--- src/rtl/lsel_pkg.sv ---
package lsel_pkg;
   localparam int STAT_W   = 8;
   localparam int POS_CMD  = 7;
   localparam int POS_RES  = 6;

   typedef struct packed {
      logic       cmd_sel;
      logic       res_sel;
      logic       fatal;
      logic       rsvd;
      logic       rdy;
      logic [2:0] zero;
   } stat_t;
endpackage

--- src/rtl/lsel_sel_bit.sv ---
// One list-select flop: soft reset, single-buffer force, write, toggle.
module lsel_sel_bit #(
   parameter bit RST_VAL = 1'b0
) (
   input  logic clk,
   input  logic rst_n,
   input  logic soft_rst,
   input  logic dbl,
   input  logic wr_ok,
   input  logic wr_val,
   input  logic toggle,
   output logic sel
);
   always_ff @(posedge clk or negedge rst_n) begin
      if (!rst_n)        sel <= RST_VAL;
      else if (soft_rst) sel <= 1'b0;
      else if (!dbl)     sel <= 1'b0;
      else if (wr_ok)    sel <= wr_val;
      else if (toggle)   sel <= ~sel;
   end
endmodule

--- src/rtl/lsel_err_latch.sv ---
// Sticky fatal flag for uncorrectable ECC errors.
module lsel_err_latch (
   input  logic clk,
   input  logic rst_n,
   input  logic soft_rst,
   input  logic conv_en,
   input  logic ecc_dbl_err,
   output logic fatal
);
   always_ff @(posedge clk or negedge rst_n) begin
      if (!rst_n)                     fatal <= 1'b0;
      else if (soft_rst || !conv_en)  fatal <= 1'b0;
      else if (ecc_dbl_err)           fatal <= 1'b1;
   end
endmodule

--- src/rtl/lsel_res_track.sv ---
// Arming flag for the result list and its toggle event.
module lsel_res_track (
   input  logic clk,
   input  logic rst_n,
   input  logic soft_rst,
   input  logic conv_en,
   input  logic halt,
   input  logic dbl,
   input  logic first_res_stored,
   input  logic seq_abort,
   output logic toggle
);
   logic armed_q;

   always_ff @(posedge clk or negedge rst_n) begin
      if (!rst_n)                               armed_q <= 1'b0;
      else if (soft_rst || !conv_en)            armed_q <= 1'b0;
      else if (first_res_stored && !halt)       armed_q <= 1'b1;
   end

   assign toggle = conv_en && !halt && dbl &&
                   ((first_res_stored && armed_q) || seq_abort);
endmodule

--- src/rtl/lsel_ready.sv ---
// Ready flag: combinational or registered variant.
module lsel_ready #(
   parameter bit READY_REG = 1'b0
) (
   input  logic clk,
   input  logic rst_n,
   input  logic seq_idle,
   input  logic halt,
   output logic rdy
);
   logic rdy_d;
   assign rdy_d = seq_idle && !halt;

   generate
      if (READY_REG) begin : g_reg
         logic rdy_q;
         always_ff @(posedge clk or negedge rst_n) begin
            if (!rst_n) rdy_q <= 1'b1;
            else        rdy_q <= rdy_d;
         end
         assign rdy = rdy_q;
      end else begin : g_comb
         logic unused_clk;
         assign unused_clk = clk ^ rst_n;
         assign rdy = rdy_d;
      end
   endgenerate
endmodule

--- src/rtl/lsel_status_ctrl.sv ---
module lsel_status_ctrl
   import lsel_pkg::*;
#(
   parameter bit READY_REG = 1'b0,
   parameter int REG_W     = 8
) (
   input  logic             clk,
   input  logic             rst_n,
   input  logic             soft_rst,
   input  logic             conv_en,
   input  logic             spec_acc,
   input  logic             cmd_dbl,
   input  logic             res_dbl,
   input  logic             load_ok,
   input  logic             restart,
   input  logic             seq_busy,
   input  logic             first_res_stored,
   input  logic             seq_abort,
   input  logic             ecc_dbl_err,
   input  logic             seq_idle,
   input  logic             reg_wr,
   input  logic [REG_W-1:0] reg_wdata,
   output logic [REG_W-1:0] reg_rdata,
   output logic             cmd_sel,
   output logic             res_sel,
   output logic             halt
);
   generate
      if (REG_W != STAT_W) begin : g_bad_width
         $error("lsel_status_ctrl: REG_W must equal STAT_W");
      end
   endgenerate

   logic  fatal, wr_ok, cmd_tgl, res_tgl, rdy;
   stat_t stat;
   logic  unused_wd;

   assign unused_wd = ^reg_wdata[POS_RES-1:0];
   assign wr_ok     = reg_wr && (!conv_en || spec_acc);
   assign halt      = fatal;
   assign cmd_tgl   = conv_en && !fatal && cmd_dbl && !seq_busy &&
                      load_ok && restart;

   lsel_err_latch u_err (
      .clk(clk), .rst_n(rst_n), .soft_rst(soft_rst),
      .conv_en(conv_en), .ecc_dbl_err(ecc_dbl_err), .fatal(fatal));

   lsel_res_track u_rtrk (
      .clk(clk), .rst_n(rst_n), .soft_rst(soft_rst), .conv_en(conv_en),
      .halt(fatal), .dbl(res_dbl), .first_res_stored(first_res_stored),
      .seq_abort(seq_abort), .toggle(res_tgl));

   lsel_sel_bit u_cmd (
      .clk(clk), .rst_n(rst_n), .soft_rst(soft_rst), .dbl(cmd_dbl),
      .wr_ok(wr_ok), .wr_val(reg_wdata[POS_CMD]), .toggle(cmd_tgl),
      .sel(cmd_sel));

   lsel_sel_bit u_res (
      .clk(clk), .rst_n(rst_n), .soft_rst(soft_rst), .dbl(res_dbl),
      .wr_ok(wr_ok), .wr_val(reg_wdata[POS_RES]), .toggle(res_tgl),
      .sel(res_sel));

   lsel_ready #(.READY_REG(READY_REG)) u_rdy (
      .clk(clk), .rst_n(rst_n), .seq_idle(seq_idle), .halt(fatal),
      .rdy(rdy));

   always_comb begin
      stat         = '0;
      stat.cmd_sel = cmd_sel;
      stat.res_sel = res_sel;
      stat.fatal   = fatal;
      stat.rdy     = rdy;
   end

   assign reg_rdata = stat;
endmodule

--- config.mk ---
export PLATFORM = sky130hd
export DESIGN_NAME = lsel_status_ctrl
export DESIGN_NICKNAME = d
export VERILOG_FILES = /design/src/rtl/lsel_pkg.sv /design/src/rtl/lsel_sel_bit.sv /design/src/rtl/lsel_err_latch.sv /design/src/rtl/lsel_res_track.sv /design/src/rtl/lsel_ready.sv /design/src/rtl/lsel_status_ctrl.sv
export SDC_FILE = /design/constraint.sdc
export NUM_CORES = 1
export LEC_CHECK = 0
export BUFFER_PORTS_ARGS = -buffer_cell sky130_fd_sc_hd__buf_4
export CAP_MARGIN = 15
export CORE_AREA = 3 3 40 42
export DETAILED_ROUTE_END_ITERATION = 8
export DIE_AREA = 0 0 43 45
export PLACE_DENSITY_LB_ADDON = 0.08
export SLEW_MARGIN = 20
export SYNTH_ARGS = -nofsm -noshare
export SYNTH_HDL_FRONTEND = slang
export SYNTH_HIERARCHICAL = 1
export SYNTH_SLANG_ARGS = --single-unit
--- constraint.sdc ---
create_clock -name clk -period 1.4 [get_ports clk]
set_clock_uncertainty 0.2 [all_clocks]
set_input_delay 0.28 -clock clk [delete_from_list [all_inputs] [get_ports clk]]
set_output_delay 0.28 -clock clk [all_outputs]
set_load 0.05 [all_outputs]
==> results.toml, run 1 <==
[final_layout]
mostFrequentLayoutCells = "buf_4 (25), inv_1 (4), conb_1 (4)"
fill_cells = 147
fin_nets = 84
regArea_sq_um = 101
multi_input_area_sq_um = 171
final_common_cell = "buf_4"
fin_cells = 75
antennaDiodeCount = 0
area_growth_pct = 69.1
stdcell_area_sq_um = 542
drive_gt1_share_pct = 58.3

[power_and_ir_drop]
intPower_uw = 295
power_frac_seq_pct = 28.3
p_sw_uw = 155
irDropWorstVdd_uv = 359
clkPwrFrac_pct = 36.8
power_leakage_uw = 0.000308
p_sw_share_pct = 34.4
p_comb_share_pct = 34.8
p_per_area_mw_per_mm2 = 832

[yosys]
ys_seq_elements = 4
syn_area_sq_um = 320
syn_inst = 34
synth_seq_area_share_pct = 31.3
synth_top_area_cell = "dfrtp_1"
avgSynthCellArea_sq_um = 9.42
yosys_warnings = 6
synth_top_area_share_pct = 31.3
synthDistinctLibCells = 17
synth_area_leaders = "dfrtp_1 (31%), buf_4 (19%), nor3b_2 (7.8%), o2111a_1 (7.0%), xor2_1 (5.5%)"

[floorplan]
ios = 34
placementRows = 13
die_w_um = 43
die_h_um = 45
core-area_sq_mm = 0.00128
start_util_pct = 24.9
dieArea_sq_mm = 0.00194

[place]
place_hpwl_um = 650
gp_congestion = 0.681
port_buffers = 23
dp_cells = 68
dpl_cell_area_sq_um = 477

[sta]
fmax_mhz = 693
slew_viol_final = 0
min_period_over_period_pct = 103
final-setup-viol-count = 1
layout_min_cycle_time_ns = 1.44
rsz0062_at_grt = "true"
fin_ws_ns = -0.0428
finalHoldViolations = 0

[critical_path]
critical_path_class = "flip-flop to output pin"
cp_max_fo = 5
ff2ff_path_depth = 4
crit_required_ns = 0.92
slowest_stage = "dfrtp_2"
crit_end = "reg_rdata[3]"
r2r-start = "u_err/fatal"
crit_chain = "nor2b_4 > buf_6"
worstReg2RegEnd = "u_cmd/sel"
startpoint = "u_err/fatal"
worstPathArrival_ns = 0.96
max_stage_delay_ns = 0.44
regToRegSetupSlack_ns = 0
crit_path_end_kind = "output pin"
setup.worst_path.start_class = "flip-flop"

[global_routing]
grt_max_degree = 6
grt_pass1_vias = 350
grt_use_total_pct = 9.87
antenna_found_initial = 0
grt_pass1_wl_um = 1360
grt_overflow = 0

[route]
vias = 320
drtIter0Drc = 0
drtPass1Iterations = 1
detail-route-antenna-nets = 0
wl_um = 815
drc = 0
route.detailed.wl_per_inst_um = 10.9
viasPerCell = 4.27

[cts]
clk_path_buf_depth = 2
insertion_delay_ns = 0.24
cts_buffers = 3
cts-htree-levels = 1
root_buffer = "clkbuf_4"
clock-sinks = 4
cts.clk_slew.worst_paths_ns = 0.04
cts_tree = "built"

[status]
violations = "negative setup slack"
status = "finished, violations left"

[flow_run]
max-cap-violations = 0

[hold_path]
hp-class = "input pin to flip-flop"
## timing repair
action | CTS | global route
endpoints found under the hold margin | 4 | 0
buffers inserted | 2 | 0
hold buffers | 1 | 0
gates resized for setup | 1 | 2
setup endpoints to repair | 3 | 5
pin swaps | 3 | 0
## kinds of logic after synthesis
group | count (synthesis) | share of synthesized area [%]
flops | 4 | 31.3
other cells | 1 | 1.17
buf+inv | 12 | 23.4
simple gates | 10 | 24.6
xor+xnor | 2 | 5.47
compound gates | 5 | 14.1
## cells in the mapped netlist
master / count
xor2_1: 2
o211a_1: 1
a21boi_0: 1
nand4b_1: 1
buf_4: 8
nand2_1: 1
inv_1: 4
nor2b_1: 1
nor2b_4: 1
a21oi_1: 1
conb_1: 1
nor3b_2: 2
nor2_1: 1
nor3_1: 1
dfrtp_1: 4
o2111a_1: 2
nand2b_1: 2
## per-layer routing
layer	global-route usage [%]	vias up	routed length, um
li1	-	152	-
met1	9.78	140	300
met2	16.5	26	378
met3	4.38	2	120
met4	7.23	0	15
met5	0	-	0
## metrics by stage
stage	hold slack, ns	setup TNS [ns]	power (uW)	utilization [%]	setup slack, ns
floorplan	-0.216	0	230	-	0.000850
global placement	-0.120	0	274	37.1	0.0369
detailed placement	-0.119	0	276	37.1	0.0227
CTS	0.0136	-0.0622	460	41.4	-0.0594
global route	0.00945	-0.235	489	42.2	-0.103
finish	0.0238	-0.0428	451	42.2	-0.0428
## flip-flops by register name, summed over array words and instances, names as in the netlist
signal and count:
u_res/sel 1, u_err/fatal 1, u_rtrk/armed_q 1, u_cmd/sel 1
## power by group through the flow
stage / registers, uW / logic (uW) / clock network [uW]
after global routing: 129 / 167 / 194
after CTS: 127 / 155 / 178
final: 128 / 157 / 166
after detailed placement: 130 / 145 / 0
after floorplan: 143 / 86.7 / 0
after global placement: 130 / 143 / 0
## critical path: cells and delay by family (launching register included)
family                 cells  cell delay (ns)
AND/OR/NAND/NOR            1             0.12
flip-flops                 1             0.44
buffers and inverters      1             0.16
## cell type report
cell class,instances,area share (%)
flip-flops and latches,4,18.7
well taps,15,3.46
inverters,4,2.77
clock buffers,4,4.85
repair buffers,27,38.6
multi-input cells,21,31.6
## worst min-delay path by stage
| stage | from | cells after the start | to |
|---|---|---|---|
| after global placement | rst_n | 1 | u_rtrk/armed_q |
| after detailed placement | rst_n | 1 | u_err/fatal |
| after floorplan | rst_n | 0 | u_cmd/sel |
| final | soft_rst | 2 | u_err/fatal |
| after CTS | soft_rst | 2 | u_err/fatal |
| after global routing | soft_rst | 2 | u_err/fatal |
Power figures use the tool's default switching activity.
==> run 2, diff against run 1 <==
Clock period 1.4 ns to 1.85 ns, I/O delays scaled along.
==> run 2 against run 1 <==
The flow now finishes without violations; non-clock buffer count is 3 lower; combinational power is 31% lower; register-to-register slack better by 0.47 ns; design area is 8.5% lower; first-iteration DRC count is 2 higher; worst hold slack better by 0.11 ns; global-route usage is 1.8 points lower; wire length is 9.3% lower; utilization is 3.6 points lower; sequential power is 24% lower; critical path type unchanged.
==> results.toml, run 2 (synthesis results as in run 1) <==
[status]
status = "complete, no violations"

[global_routing]
grt_pass1_vias = 302
grt_overflow = 0
grt_pass1_wl_um = 1190
antenna_found_initial = 0
grt_use_total_pct = 8.11
grt_max_degree = 8

[route]
route.met2.wl_um = 353
vias = 305
wl_um = 739
detail-route-antenna-nets = 0
viasPerCell = 4.30
route.top_layer_used = "met3"
drtPass1Iterations = 2
wl_met1_um = 277
drc = 0
drtIter0Drc = 2
route.detailed.wl_per_inst_um = 10.4
met3_length_um = 108

[critical_path]
r2r-start = "u_err/fatal"
worstReg2RegEnd = "u_res/sel"
regToRegSetupSlack_ns = 0.47
cp_max_fo = 7
critical_path_class = "flip-flop to output pin"
crit_path_end_kind = "output pin"
setup.worst_path.start_class = "flip-flop"
worstPathArrival_ns = 1.04
crit_required_ns = 1.28
ff2ff_path_depth = 3

[sta]
final.setup.tns_ns = 0
min_period_over_period_pct = 86.9
slew_viol_final = 0
layout_min_cycle_time_ns = 1.61
final-setup-viol-count = 0
finalHoldViolations = 0
fmax_mhz = 622
rsz0062_at_grt = "false"

[cts]
clk_path_buf_depth = 2
root_buffer = "clkbuf_4"
clock-sinks = 4
cts-htree-levels = 1
cts_buffers = 3
cts.clk_slew.worst_paths_ns = 0.04
insertion_delay_ns = 0.23
cts_tree = "built"

[final_layout]
fin_cells = 71
fin_nets = 81
antennaDiodeCount = 0
area_growth_pct = 54.7
drive_gt1_share_pct = 51.8
mostFrequentLayoutCells = "buf_4 (23), inv_1 (4), conb_1 (4), dfrtp_1 (4), clkbuf_4 (3)"
final_common_cell = "buf_4"
final_util_pct = 38.6

[floorplan]
core-area_sq_mm = 0.00128
start_util_pct = 24.9
die_h_um = 45
ios = 34
die_w_um = 43
placementRows = 13
dieArea_sq_mm = 0.00194

[hold_path]
hp-class = "input pin to flip-flop"
hp-start = "soft_rst"
min_to = "u_err/fatal"
worstHoldPathCells = 2

[power_and_ir_drop]
power_leakage_uw = 0.000289
p_sw_share_pct = 33.3
p_comb_share_pct = 34.6
clkPwrFrac_pct = 34.2
p_sw_uw = 104
p_per_area_mw_per_mm2 = 630
intPower_uw = 208
power_frac_seq_pct = 31.2
irDropWorstVdd_uv = 221

[place]
port_buffers = 23
dp_cells = 67
gp_congestion = 0.683

[flow_run]
max-cap-violations = 0
run 2: layout make-up:
class                   count  area, sq um
multi-input cells          21          156
flip-flops and latches      4          100
clock buffers               3         22.5
well taps                  15         18.8
repair buffers             24          183
inverters                   4         15.0
fillers                   146          790
run 2: power by group through the flow:
stage	clock network (uW)	logic (uW)	registers (uW)
floorplan	0	64.9	108
global placement	0	106	98.1
detailed placement	0	107	98.5
CTS	112	109	97.5
global route	121	115	97.9
finish	107	108	97.2
run 2: critical path: stages, from the launching register on:
cell and delay (ns):
dfrtp_1 0.48, nor2b_4 0.14, buf_4 0.19
run 2: timing repair:
action / in CTS / in global routing
resized for setup: 0 / 0
setup buffers: 0 / 0
hold buffers: 1 / 0
endpoints found under the hold margin: 4 / 0
run 2: worst max-delay path by stage:
stage	startpoint	endpoint	slack (ns)	cells past startpoint
3_3_place_gp	conv_en	u_res/sel	0.39	4
6_report	u_err/fatal	reg_rdata[3]	0.24	2
5_1_grt	u_err/fatal	reg_rdata[3]	0.19	2
3_5_place_dp	conv_en	u_cmd/sel	0.37	4
2_1_floorplan	u_err/fatal	reg_rdata[5]	0.24	1
4_1_cts	u_err/fatal	reg_rdata[3]	0.21	2
run 2: layer usage:
metal | vias up | GRT usage (%)
li1 | 146 | -
met1 | 137 | 9.27
met2 | 22 | 13.8
met5 | - | 0
met4 | 0 | 3.61
met3 | 0 | 2.79
run 2: stage by stage:
step | area, sq um | power (uW) | hold WS, ns | setup WS (ns)
after floorplan | 332 | 173 | -0.126 | 0.240
after global placement | 463 | 204 | -0.0298 | 0.387
after detailed placement | 463 | 206 | -0.0287 | 0.367
after CTS | 495 | 318 | 0.126 | 0.214
after global routing | 495 | 334 | 0.124 | 0.187
final | 495 | 312 | 0.132 | 0.243
==> run 3, diff against run 2 <==
Settings changed: GPL_TIMING_DRIVEN set to 0.
==> run 3 against run 2 <==
Sequential share of layout area fell by 2.2 points; setup slack worse by 0.080 ns; register-to-register slack barely moved; wire length is 2.0% lower; worst hold slack got worse by 0.0018 ns; total power is 3.5% higher; highest routed layer unchanged.
==> results.toml, run 3 (synthesis results as in run 1) <==
[status]
status = "complete, no violations"

[sta]
slew_viol_final = 0
fmax_mhz = 593
finalHoldViolations = 0
fin_ws_ns = 0.163
min_period_over_period_pct = 91.2
layout_min_cycle_time_ns = 1.69
final.setup.tns_ns = 0
final-setup-viol-count = 0
rsz0062_at_grt = "false"

[global_routing]
grt_use_total_pct = 7.94
antenna_found_initial = 0
use_met3_pct = 3.59
grt_util_met1_pct = 9.02
grtUsageMet2_pct = 12.9
grt_pass1_wl_um = 1130
grt_pass1_vias = 298
grt_max_degree = 8
grt_overflow = 0
top_usage_layer = "met2"

[route]
drtIter0Drc = 1
drtPass1Iterations = 2
route.detailed.wl_per_inst_um = 9.16
viasPerCell = 4.00
detail-route-antenna-nets = 0
wl_um = 724
drc = 0
vias = 316

[final_layout]
fin_cells = 79
final_common_cell = "buf_4"
stdcell_area_sq_um = 556
drive_gt1_share_pct = 57.8
fin_nets = 89
area_growth_pct = 73.4
antennaDiodeCount = 0
mostFrequentLayoutCells = "buf_4 (31), inv_1 (4), conb_1 (4), dfrtp_1 (4), clkbuf_4 (3)"

[cts]
clock-sinks = 4
cts-htree-levels = 1
insertion_delay_ns = 0.23
cts.clk_slew.worst_paths_ns = 0.04
cts_buffers = 3
cts_tree = "built"
clk_path_buf_depth = 2
root_buffer = "clkbuf_4"
cts.repair_timing.setup_buffer_count = 0

[place]
dpl_cell_area_sq_um = 523
post-place-ws_ns = 0.360
place_hpwl_um = 626
dp_cells = 75
port_buffers = 23
gp_congestion = 0.640

[power_and_ir_drop]
irDropWorstVdd_uv = 248
power_leakage_uw = 0.000332
power_uw = 323
p_per_area_mw_per_mm2 = 581

[critical_path]
r2r-start = "u_err/fatal"
setup.worst_path.start_class = "flip-flop"
cp_max_fo = 7
crit_required_ns = 1.28
crit_path_end_kind = "output pin"
critical_path_class = "flip-flop to output pin"
worstPathArrival_ns = 1.12
ff2ff_path_depth = 3
startpoint = "u_err/fatal"

[hold_path]
hp-class = "input pin to flip-flop"
hp-start = "soft_rst"
worstHoldPathCells = 2

[floorplan]
die_h_um = 45
ios = 34
placementRows = 13
dieArea_sq_mm = 0.00194
die_w_um = 43
start_util_pct = 24.9
core-area_sq_mm = 0.00128

[flow_run]
max-cap-violations = 0
## run 3: cell count changes in the layout (fill, tap and decap cells not counted)
cell   before  now
buf_4      23   31
## run 3: path summary, 6_finish.rpt
| kind | slack, ns | endpoint |
|---|---|---|
| max | 0.16 | reg_rdata[3] |
| min | 0.13 | u_err/fatal |
| max reg2reg | 0.48 | u_res/sel |
| min reg2reg | 0.32 | u_rtrk/armed_q |
| max in group asynchronous | 1.08 | u_rtrk/armed_q |
| min in group asynchronous | 0.27 | u_cmd/sel |
## run 3: routing by layer
layer | routed length, um | part of all wire [%]
met1 | 272 | 38
met2 | 330 | 46
met3 | 122 | 17
met4 | 0 | 0
met5 | 0 | 0
## run 3: metrics by stage
stage	hold slack, ns	util (%)
2_1_floorplan	-0.126	-
3_3_place_gp	-0.0308	40.7
3_5_place_dp	-0.0304	40.7
4_1_cts	0.128	43.2
5_1_grt	0.133	43.2
6_report	0.130	43.2
## run 3: cell type report
type	instances	area, sq um
plain buffers	8	60.1
inverters	4	15.0
well taps	15	18.8
multi-input cells	21	156
clock buffers	3	22.5
fillers	146	729
repair buffers	24	183
flip-flops and latches	4	100
## run 3: timing repair
action                    in CTS  in global routing
gates resized for setup        0                  0
hold endpoints to repair       4                  0
hold buffers                   1                  0
## run 3: where the power goes
part | switching (uW) | total [uW] | internal (uW)
logic | 65.5 | 120 | 54.6
clock network | 33.2 | 106 | 72.4
registers | 5.12 | 97.1 | 92.0
## run 3: critical path, stage by stage, from the launching register on
cell and delay [ns]:
dfrtp_1 0.48, nor2b_4 0.13, buf_4 0.10, buf_4 0.18
